`src/rtl/mph_seq_pkg.sv`:
```
package mph_seq_pkg;

  // Number of leading active phases: lowest set flag index among bits 1..nph-1,
  // or nph when none is set. Bit 0 never disables.
  function automatic int lead_active(input logic [31:0] flags, input int nph);
    int n;
    n = nph;
    for (int i = nph - 1; i >= 1; i--) begin
      if (flags[i]) n = i;
    end
    return n;
  endfunction

endpackage

```
`src/rtl/mph_phase_count.sv`:
```
module mph_phase_count #(
  parameter int NPH  = 4,
  parameter int CNTW = $clog2(NPH + 1)
) (
  input  logic            clk,
  input  logic            rst,
  input  logic [NPH-1:0]  phase_off,
  output logic [CNTW-1:0] cnt_now,
  output logic [CNTW-1:0] cnt_q
);
  import mph_seq_pkg::*;

  logic [31:0] flags_ext;

  always_comb begin
    flags_ext = '0;
    flags_ext[NPH-1:0] = phase_off;
    cnt_now = CNTW'(lead_active(flags_ext, NPH));
  end

  always_ff @(posedge clk) begin
    if (rst) cnt_q <= cnt_now;
  end

  // count always in 1..NPH
  p_count_range_r1: assert property (@(posedge clk) disable iff (rst)
    (cnt_q >= CNTW'(1)) && (cnt_q <= CNTW'(NPH)));

  // count held after reset release
  p_count_hold_r5: assert property (@(posedge clk) disable iff (rst)
    1'b1 |=> $stable(cnt_q));

endmodule

```
`src/rtl/mph_slot_counter.sv`:
```
module mph_slot_counter #(
  parameter int CW = 16
) (
  input  logic          clk,
  input  logic          rst,
  input  logic [CW-1:0] period_len,
  output logic [CW-1:0] slot_q,
  output logic [CW-1:0] per_q
);
  logic [CW:0] slot_inc;

  assign slot_inc = {1'b0, slot_q} + 1'b1;

  always_ff @(posedge clk) begin
    if (rst) begin
      per_q  <= period_len;
      slot_q <= '0;
    end else if (slot_inc >= {1'b0, per_q}) begin
      slot_q <= '0;
    end else begin
      slot_q <= slot_inc[CW-1:0];
    end
  end

  // counter stays inside the period
  p_slot_in_range_r3: assert property (@(posedge clk) disable iff (rst)
    (per_q != '0) |-> (slot_q < per_q));

  // counter wraps to zero from the last slot
  p_slot_wrap_r3: assert property (@(posedge clk) disable iff (rst)
    (slot_inc == {1'b0, per_q}) |=> (slot_q == '0));

  // period held after reset release
  p_period_hold_r5: assert property (@(posedge clk) disable iff (rst)
    1'b1 |=> $stable(per_q));

endmodule

```
`src/rtl/mph_offset_table.sv`:
```
module mph_offset_table #(
  parameter int NPH  = 4,
  parameter int CW   = 16,
  parameter int CNTW = $clog2(NPH + 1)
) (
  input  logic               clk,
  input  logic               rst,
  input  logic [CW-1:0]      period_len,
  input  logic [CNTW-1:0]    cnt_now,
  output logic [NPH*CW-1:0]  offs_q
);
  localparam int PW = CW + CNTW;

  for (genvar k = 0; k < NPH; k++) begin : g_slot
    logic [PW-1:0] prod;
    logic [PW-1:0] quo;

    always_comb begin
      prod = PW'(period_len) * PW'(k);
      quo  = '0;
      for (int d = 1; d <= NPH; d++) begin
        if (cnt_now == CNTW'(d)) quo = prod / PW'(d);
      end
    end

    always_ff @(posedge clk) begin
      if (rst) offs_q[k*CW +: CW] <= quo[CW-1:0];
    end

    // offsets frozen after reset release
    p_offset_hold_r5: assert property (@(posedge clk) disable iff (rst)
      1'b1 |=> $stable(offs_q[k*CW +: CW]));
  end

  // phase 0 always starts at slot zero
  p_first_offset_r2: assert property (@(posedge clk) disable iff (rst)
    offs_q[CW-1:0] == '0);

endmodule

```
`src/rtl/mph_slot_sequencer.sv`:
```
module mph_slot_sequencer #(
  parameter int NPH  = 4,
  parameter int CW   = 16,
  parameter int CNTW = $clog2(NPH + 1)
) (
  input  logic            clk,
  input  logic            rst,
  input  logic [CW-1:0]   period_len,
  input  logic [NPH-1:0]  phase_off,
  input  logic            gate_en,
  output logic [NPH-1:0]  start_pulse,
  output logic [CNTW-1:0] active_cnt
);
  logic [CNTW-1:0]   cnt_now;
  logic [CNTW-1:0]   cnt_q;
  logic [CW-1:0]     slot_q;
  logic [CW-1:0]     per_q;
  logic [NPH*CW-1:0] offs_q;

  mph_phase_count #(.NPH(NPH), .CNTW(CNTW)) u_count (
    .clk(clk), .rst(rst), .phase_off(phase_off),
    .cnt_now(cnt_now), .cnt_q(cnt_q)
  );

  mph_slot_counter #(.CW(CW)) u_slot (
    .clk(clk), .rst(rst), .period_len(period_len),
    .slot_q(slot_q), .per_q(per_q)
  );

  mph_offset_table #(.NPH(NPH), .CW(CW), .CNTW(CNTW)) u_offs (
    .clk(clk), .rst(rst), .period_len(period_len),
    .cnt_now(cnt_now), .offs_q(offs_q)
  );

  assign active_cnt = cnt_q;

  for (genvar k = 0; k < NPH; k++) begin : g_pulse
    logic live;
    assign live = (CNTW'(k) < cnt_q);

    always_ff @(posedge clk) begin
      if (rst) start_pulse[k] <= 1'b0;
      else     start_pulse[k] <= gate_en && live && (slot_q == offs_q[k*CW +: CW]);
    end

    // phases beyond the active count stay silent
    p_idle_phase_r6: assert property (@(posedge clk) disable iff (rst)
      (CNTW'(k) >= active_cnt) |-> !start_pulse[k]);

    // a pulse lasts a single cycle when the period exceeds one slot
    p_one_cycle_r4: assert property (@(posedge clk) disable iff (rst)
      (start_pulse[k] && per_q > CW'(1)) |=> !start_pulse[k]);
  end

  // gate low at an edge gives no pulse after it
  p_gate_mute_r7: assert property (@(posedge clk) disable iff (rst)
    !gate_en |=> (start_pulse == '0));

  // distinct slots give at most one pulse per cycle
  p_single_phase_r2: assert property (@(posedge clk) disable iff (rst)
    (per_q >= CW'(NPH)) |-> $onehot0(start_pulse));

endmodule

```
`config.mk`:
```
export PLATFORM = sky130hd
export DESIGN_NAME = mph_slot_sequencer
export DESIGN_NICKNAME = d
export VERILOG_FILES = /design/src/rtl/mph_seq_pkg.sv /design/src/rtl/mph_phase_count.sv /design/src/rtl/mph_slot_counter.sv /design/src/rtl/mph_offset_table.sv /design/src/rtl/mph_slot_sequencer.sv
export SDC_FILE = /design/constraint.sdc
export NUM_CORES = 1
export LEC_CHECK = 0
export BUFFER_PORTS_ARGS = -buffer_cell sky130_fd_sc_hd__buf_2
export CELL_PAD_IN_SITES_DETAIL_PLACEMENT = 0
export CELL_PAD_IN_SITES_GLOBAL_PLACEMENT = 1
export CORE_MARGIN = 2
export CORE_UTILIZATION = 40
export DETAILED_ROUTE_END_ITERATION = 7
export HOLD_SLACK_MARGIN = 0.05
export PLACE_DENSITY = 0.81
export SYNTH_ARGS = -nofsm -noshare
export SYNTH_HDL_FRONTEND = slang
export SYNTH_SLANG_ARGS = --single-unit
```
`constraint.sdc`:
```
create_clock -name clk -period 22.9 [get_ports clk]
set_clock_uncertainty 0.1 [all_clocks]
set_input_delay 0 -clock clk [delete_from_list [all_inputs] [get_ports clk]]
set_output_delay 0 -clock clk [all_outputs]
set_load 0.01 [all_outputs]
```
# Word-level counts from Yosys, hierarchy flattened
# Cells that the tools add are included.
[word_totals]
regBits = 87
input_bits = 23
[classes]
div_mod_pow = 3
add_sub_neg = 1
eq_ne = 7
reduce_logical = 10
order_cmp = 5
mux = 15
n_mul = 1
[ops]
columns = ["operator", "n"]
rows = [
  ["two-way mux 16 bit", 10],
  ["equality test 16 bit", 3],
  ["divider 16 x 2 -> 19 bit (second input constant)", 1],
  ["divider 17 x 2 -> 19 bit (second input constant)", 1],
  ["divider 18 x 2 -> 19 bit (second input constant)", 1],
  ["multiplier 16 x 2 -> 18 bit (second input constant)", 1],
  ["adder 16 x 1 -> 17 bit (second input constant)", 1],
  [">= comparator 17 x 16 -> 1 bit", 1],
  ["logical NOT 16 bit", 1],
  ["two-way mux 15 bit", 1],
  ["two-way mux 14 bit", 1],
  ["two-way mux 3 bit", 3],
  ["logical AND 1 bit", 8],
  ["equality test 3 x 2 -> 1 bit (second input constant)", 2],
  ["less-than comparator 1 x 3 -> 1 bit (first input constant)", 2],
  ["less-than comparator 2 x 3 -> 1 bit (first input constant)", 2],
  ["equality test 3 x 1 -> 1 bit (second input constant)", 1],
  ["equality test 3 bit (second input constant)", 1],
  ["OR reduction 2 bit", 1],
]

# Logic depth before layout (Yosys ltp)
[logic_depth]
ltp_word = 8
mapped_depth = 62
ltp_nobuf = 49

# By module
# A second synthesis with hierarchy kept.
[hier_totals]
cells_unflattened = 2086
hier_area_um2 = 15633.7
[by_module_without_submodules]
columns = ["module", "cells_per_inst", "area_each_um2", "n_inst", "seq_area_each_um2"]
rows = [
  ["mph_offset_table", 1837, 13040.0, 1, 1441.4],
  ["mph_slot_counter", 144, 1659.1, 1, 800.8],
  ["mph_slot_sequencer", 97, 820.8, 1, 80.1],
  ["mph_phase_count", 8, 113.9, 1, 90.1],
]

# Least setup slack after synthesis
# No wires, ideal clock.
[synth_timing]
path_kind = "in2reg"
from = "input port period_len[5]"
to = "register u_offs.offs_q[32] (data pin)"
cell_stages = 56
required_ps = 22535
setup_ps = 265
setup_slack_ps = 8288
arrival_time_ps = 14247
cell_sequence = "clkbuf_1 -> inv_1 -> clkbuf_1 -> ha_1 -> and3b_1 -> buf_4 -> a41o_4 -> a211oi_4 -> xnor2_4 -> nand4b_2 -> o21a_1 -> o311a_1 -> buf_2 -> o211ai_2 -> mux2i_2 -> nor3_4 -> a31o_4 -> nor3_4 -> [... 20 more ...] -> o311ai_1 -> nand4bb_1 -> buf_2 -> or4_1 -> buf_2 -> nor3_4 -> o22ai_1 -> nor4_1 -> mux2i_1 -> and4b_1 -> clkbuf_1 -> o211ai_4 -> a221o_1 -> or4b_4 -> nor4b_1 -> mux2i_1 -> nor4_1 -> a21oi_1"
[synth_between]
elab_chain_cells = 3
[synth_lines]
columns = ["item", "line_no", "source"]
rows = [
  ["start, declared", "mph_slot_sequencer.sv:8", "input logic [CW-1:0] period_len,"],
  ["divider 17 x 2 -> 19 bit", "mph_offset_table.sv:22", "if (cnt_now == CNTW'(d)) quo = prod / PW'(d);"],
  ["two-way mux 16 bit", "mph_offset_table.sv:22", ""],
  ["two-way mux 15 bit", "mph_offset_table.sv:22", ""],
  ["net u_offs.g_slot[2].quo[0]", "mph_offset_table.sv:16", "logic [PW-1:0] quo;"],
  ["end signal, assigned by index", "mph_offset_table.sv:27", "if (rst) offs_q[k*CW +: CW] <= quo[CW-1:0];"],
  ["end, declared", "mph_offset_table.sv:10", "output logic [NPH*CW-1:0] offs_q"],
]
# The timed path passes the listed nets, and every way through them passes these cells.
# A chain may end at the register's enable or synchronous reset.

# Worst setup path in the final report
[layout_timing]
from = "input port period_len[0]"
to = "register u_offs.offs_q[32] (data pin)"
[layout_between]
elab_chain_cells = 3
[layout_lines]
columns = ["item", "line_no"]
rows = [
  ["divider 17 x 2 -> 19 bit / two-way mux 16 bit (equally long branches)", "mph_offset_table.sv:22"],
  ["two-way mux 16 bit *", "mph_offset_table.sv:22"],
  ["two-way mux 15 bit *", "mph_offset_table.sv:22"],
  ["net u_offs.g_slot[2].quo[0]", "mph_offset_table.sv:16"],
]
# Mark *: on every way through the listed nets, which the timed path passes. The rest lies on a longest branch.

==> impl_results.html <==
<table>
<tr><th>Metric</th><th>Value</th></tr>
<tr><th colspan="2">Outcome</th></tr>
<tr><td>Outcome</td><td>finished, final reports clean</td></tr>
<tr><th colspan="2">Power and ir drop</th></tr>
<tr><td>Power per standard cell area</td><td>~100 nW/um2</td></tr>
<tr><td>Switching power summed over all nets</td><td>approximately 1.1 mW</td></tr>
<tr><td>Cell-internal power</td><td>824.0 uW</td></tr>
<tr><td>Switching Fraction</td><td>a little under three fifths</td></tr>
<tr><td>Static Leakage</td><td>slightly below 7 nW</td></tr>
<tr><td>Sum of internal, switching and leakage power</td><td>1.903 mW</td></tr>
<tr><td>Worst vdd ir</td><td>~0.000074 V</td></tr>
<tr><td>Seq pwr share</td><td>between 10% and 20%</td></tr>
<tr><td>Clock power frac</td><td>under 10%</td></tr>
<tr><td>Combinational share of power</td><td>81.7%</td></tr>
<tr><th colspan="2">Final layout</th></tr>
<tr><td>Final Non-Filler Cells</td><td>approximately 3k</td></tr>
<tr><td>Total inserted antenna cells</td><td>0</td></tr>
<tr><td>Net total in the final layout</td><td>2485</td></tr>
<tr><td>Footprint of the flip-flops and latches</td><td>approximately 2400 um2</td></tr>
<tr><td>Footprint of the multi-input gates</td><td>between 10000 and 15000 um2</td></tr>
<tr><td>Post-route design area</td><td>19100 um2</td></tr>
<tr><td>Fraction of final layout cells with drive strength greater than 1</td><td>a little over a tenth</td></tr>
<tr><td>P&amp;R area growth vs syn</td><td>5.414%</td></tr>
<tr><td>Filler cells</td><td>4550</td></tr>
<tr><th colspan="2">Clock network</th></tr>
<tr><td>Buffer cell driving the clock tree root</td><td>clkbuf_16</td></tr>
<tr><td>CTS Buf Count</td><td>9</td></tr>
<tr><td>Clk_lat worst skew</td><td>0.34 ns</td></tr>
<tr><td>Buffer levels on the longest clock path</td><td>2</td></tr>
<tr><td>Post-cts repair resize count</td><td>0</td></tr>
<tr><td>CTS sink count</td><td>87</td></tr>
<tr><td>CTS tree</td><td>built</td></tr>
<tr><td>Number of buffers added for setup after CTS</td><td>0</td></tr>
<tr><td>Maximum level of the CTS H-tree</td><td>3</td></tr>
<tr><td>Count of hold buffers inserted by post-cts repair</td><td>13</td></tr>
<tr><td>Clock edge transition at the registers on the reported setup and hold paths</td><td>about 0.06 ns</td></tr>
<tr><th colspan="2">Placed design</th></tr>
<tr><td>Hpwl dp</td><td>47190 um</td></tr>
<tr><td>Standard cell area after detailed placement</td><td>18670 um2</td></tr>
<tr><td>Port bufs</td><td>28</td></tr>
<tr><td>Placer Congestion</td><td>0.9369</td></tr>
<tr><td>Placed instance count</td><td>2970</td></tr>
<tr><th colspan="2">Routing</th></tr>
<tr><td>Detail Route Antenna Nets</td><td>0</td></tr>
<tr><td>DR vias/cell</td><td>between 6 and 7</td></tr>
<tr><td>Drt drc</td><td>0</td></tr>
<tr><td>Number of iterations in the first detailed-routing pass</td><td>6</td></tr>
<tr><td>Via count</td><td>19.25k</td></tr>
<tr><td>Wire length per cell</td><td>20.20 um</td></tr>
<tr><td>Total routed wirelength</td><td>60560 um</td></tr>
<tr><td>Iteration-0 DRC Markers</td><td>between 1.5k and 2k</td></tr>
<tr><th colspan="2">Yosys</th></tr>
<tr><td>Sequential share of the synthesized area</td><td>13.31%</td></tr>
<tr><td>Cells taking the most area after synthesis</td><td>edfxtp_1, xnor2_1, nor2_1</td></tr>
<tr><td>Number of enable flip-flop cells after synthesis</td><td>67</td></tr>
<tr><td>Commonest cells in the netlist</td><td>nor2_1, nand2_1, xnor2_1</td></tr>
<tr><td>Post-synthesis net count</td><td>2528</td></tr>
<tr><td>Dominant cell type by area after synthesis</td><td>edfxtp_1</td></tr>
<tr><td>Portion of synthesized cell area occupied by the leading cell type</td><td>around 11%</td></tr>
<tr><td>YS warnings</td><td>0</td></tr>
<tr><td>Async S/R FF share, synth</td><td>0%</td></tr>
<tr><td>Syn Inst Count</td><td>2445</td></tr>
<tr><td>Most numerous cell in the Yosys netlist</td><td>nor2_1</td></tr>
<tr><td>Most frequently used flop master after synthesis</td><td>edfxtp_1</td></tr>
<tr><td>Syn_area_per_cell</td><td>7.410 um2</td></tr>
<tr><td>Distinct cell type count after synthesis</td><td>147</td></tr>
<tr><td>Post-Syn Area</td><td>about 18000 um2</td></tr>
<tr><td>Number of synthesized register bits</td><td>87</td></tr>
<tr><th colspan="2">Global route</th></tr>
<tr><td>Total track usage</td><td>between 20% and 30%</td></tr>
<tr><td>Total overflow reported by the global router</td><td>0</td></tr>
<tr><td>Number of global-route vias before repair</td><td>18.01k</td></tr>
<tr><td>Largest net degree at the start of global routing</td><td>70</td></tr>
<tr><td>Antenna violations before repair</td><td>2</td></tr>
<tr><td>Wire length of the first global-routing pass</td><td>96920 um</td></tr>
<tr><th colspan="2">Critical path</th></tr>
<tr><td>Reg2reg start</td><td>u_slot.slot_q[0]</td></tr>
<tr><td>WP depth</td><td>52</td></tr>
<tr><td>Top cell family by delay on the critical path</td><td>simple AND/OR/NAND/NOR gates</td></tr>
<tr><td>Reg2reg path depth</td><td>19</td></tr>
<tr><td>Launching element type of the critical path</td><td>input port</td></tr>
<tr><td>Cell mode on critical path</td><td>nand2_1</td></tr>
<tr><td>Required time of the worst setup path</td><td>~23 ns</td></tr>
<tr><td>Critical path peak fanout</td><td>26</td></tr>
<tr><td>Number of buffers and inverters on the critical path</td><td>5</td></tr>
<tr><td>Slowest CP cell</td><td>nor4_2</td></tr>
<tr><td>Critical Path Sink</td><td>u_offs.offs_q[32]</td></tr>
<tr><td>Data arrival at the endpoint of the critical path</td><td>between 15 and 20 ns</td></tr>
<tr><td>Critical setup path kind</td><td>input port to flip-flop</td></tr>
<tr><td>Start point of the critical path</td><td>period_len[0]</td></tr>
<tr><td>Endpoint of the worst-slack reg-to-reg timing path</td><td>u_slot.slot_q[13]</td></tr>
<tr><td>Setup slack of the worst register-to-register path</td><td>18.68 ns</td></tr>
<tr><td>Highest cell delay on the worst timing path</td><td>approximately 1.1 ns</td></tr>
<tr><td>Type of element capturing the critical path</td><td>flip-flop</td></tr>
<tr><th colspan="2">STA</th></tr>
<tr><td>Hold_ws</td><td>0.07912 ns</td></tr>
<tr><td>Slew Limit Fails</td><td>0</td></tr>
<tr><td>Max transition margin</td><td>just under 20%</td></tr>
<tr><td>Min cycle time layout</td><td>19.31 ns</td></tr>
<tr><td>Unrepaired setup endpoints after global routing</td><td>false</td></tr>
<tr><td>Final setup violation count</td><td>0</td></tr>
<tr><td>Final Hold Fails</td><td>0</td></tr>
<tr><td>Share of the clock period used by the worst path</td><td>84.32%</td></tr>
<tr><td>Peak Freq</td><td>a little over 50 MHz</td></tr>
<tr><td>Total Neg Setup Slack</td><td>0 ns</td></tr>
<tr><td>Slew at the pin closest to its max-slew limit</td><td>1.197 ns</td></tr>
<tr><th colspan="2">Floorplan</th></tr>
<tr><td>DIE HEIGHT</td><td>between 200 and 250 um</td></tr>
<tr><td>Die area</td><td>47010 um2</td></tr>
<tr><td>Horizontal die dimension</td><td>216.8 um</td></tr>
<tr><td>Starting Density</td><td>40.70%</td></tr>
<tr><td>Core Footprint</td><td>44510 um2</td></tr>
<tr><td>Floorplan row count</td><td>just under 80</td></tr>
<tr><td>Number of primary I/O pins</td><td>30</td></tr>
<tr><th colspan="2">Worst hold path</th></tr>
<tr><td>Type of the worst min-delay path</td><td>input port to flip-flop</td></tr>
<tr><td>Worst Hold Launch</td><td>period_len[1]</td></tr>
<tr><th colspan="2">Flow run</th></tr>
<tr><td>Max cap viols</td><td>0</td></tr>
</table>
[cells in the final DEF (no fill, tap or decap), types with 16 or more instances in the layout]
| cell type | netlist | final |
|---|---|---|
| ha_1 | 59 | 59 |
| o21a_1 | 25 | 25 |
| buf_2 | 25 | 28 |
| and3_1 | 35 | 35 |
| a21oi_1 | 150 | 150 |
| o31ai_1 | 20 | 20 |
| o21ai_0 | 146 | 146 |
| edfxtp_1 | 67 | 67 |
| a211oi_1 | 33 | 33 |
| inv_1 | 74 | 74 |
| a22oi_1 | 19 | 19 |
| mux2i_1 | 45 | 45 |
| nand4_1 | 43 | 43 |
| o22ai_1 | 16 | 16 |
| or2_2 | 34 | 34 |
| nor3_1 | 77 | 77 |
| or3_1 | 26 | 26 |
| nand2b_1 | 25 | 25 |
| xnor2_1 | 160 | 160 |
| dfxtp_1 | 20 | 20 |
| xor2_1 | 54 | 54 |
| nor2b_1 | 28 | 27 |
| nor4_1 | 35 | 35 |
| buf_4 | 4 | 24 |
| nor2_1 | 226 | 226 |
| mux2_2 | 16 | 16 |
| o211a_1 | 18 | 18 |
| a21o_1 | 22 | 22 |
| nand3_1 | 95 | 95 |
| a31oi_1 | 57 | 57 |
| o211ai_1 | 34 | 34 |
| nand2_1 | 220 | 220 |
| and2_1 | 27 | 27 |
[worst min-delay path by stage]
stage                            to  slack [ns]  cells past startpoint
global route        u_slot.per_q[1]        0.09                      1
detailed placement   start_pulse[0]        0.29                      3
global placement     start_pulse[2]        0.30                      1
CTS                 u_slot.per_q[1]        0.07                      1
finish              u_slot.per_q[1]        0.08                      1
floorplan           u_slot.per_q[0]      -0.001                      0
[worst reg2reg max path, stage by stage, from the launching register on]
cell,delay [ns]
dfxtp_1,0.67
inv_1,0.10
ha_1,0.34
ha_1,0.30
nor2b_1,0.13
o21a_1,0.16
o21a_1,0.16
o21ai_0,0.14
nand2b_1,0.08
a21oi_1,0.16
nor2b_1,0.06
o21ai_0,0.14
nand2b_1,0.09
a21oi_1,0.19
o21ai_0,0.10
a21oi_1,0.16
nor2b_1,0.05
o21ai_0,0.14
nand3_1,0.49
nor2b_1,0.34
[power groups by stage]
stage	registers (mW)	logic (mW)	clock network, mW
finish	0.196	1.55	0.153
CTS	0.196	1.52	0.152
floorplan	0.195	1.21	0
detailed placement	0.199	1.51	0
global placement	0.199	1.48	0
global route	0.197	1.69	0.158
[state kept, by name (all words and copies together) (netlist names)]
signal	flops
u_count.cnt_q	3
start_pulse	4
u_slot.per_q	16
u_offs.offs_q	48
u_slot.slot_q	16
[through the flow]
stage | setup WS (ns) | utilization (%)
3_5_place_dp | 3.876 | 41.94
4_1_cts | 3.885 | 42.91
2_1_floorplan | 8.288 | -
6_report | 3.591 | 42.91
3_3_place_gp | 4.333 | 41.94
5_1_grt | 2.155 | 42.91
[per-layer routing]
| layer | GRT usage, % | vias to the layer above | wire length, um |
|---|---|---|---|
| met3 | 1.468 | 85 | 3297 |
| met1 | 34.82 | 9187 | 28150 |
| met4 | 6.530 | 0 | 1243 |
| met5 | 0 | - | 0 |
| li1 | - | 9279 | - |
| met2 | 41.43 | 701 | 27870 |
[kinds of logic after synthesis]
family,Yosys count,share of synthesized area (%)
AO/OA/AOI/OAI,818,33.53
XOR/XNOR,219,10.92
adder cells (fa/ha/maj),63,4.351
flip-flops,87,13.31
multiplexers,66,3.909
AND/OR/NAND/NOR,995,29.52
buffers and inverters,197,4.461
[layout make-up]
class,instances,area share [%]
Multi-Input combinational cell,2161,78.01
Inverter,78,1.533
Sequential cell,87,12.63
Clock buffer,10,1.199
Timing Repair Buffer,65,2.358
Clock inverter,5,0.3865
Tap cell,592,3.878
Note: power is estimated with default switching activity, not from simulation.
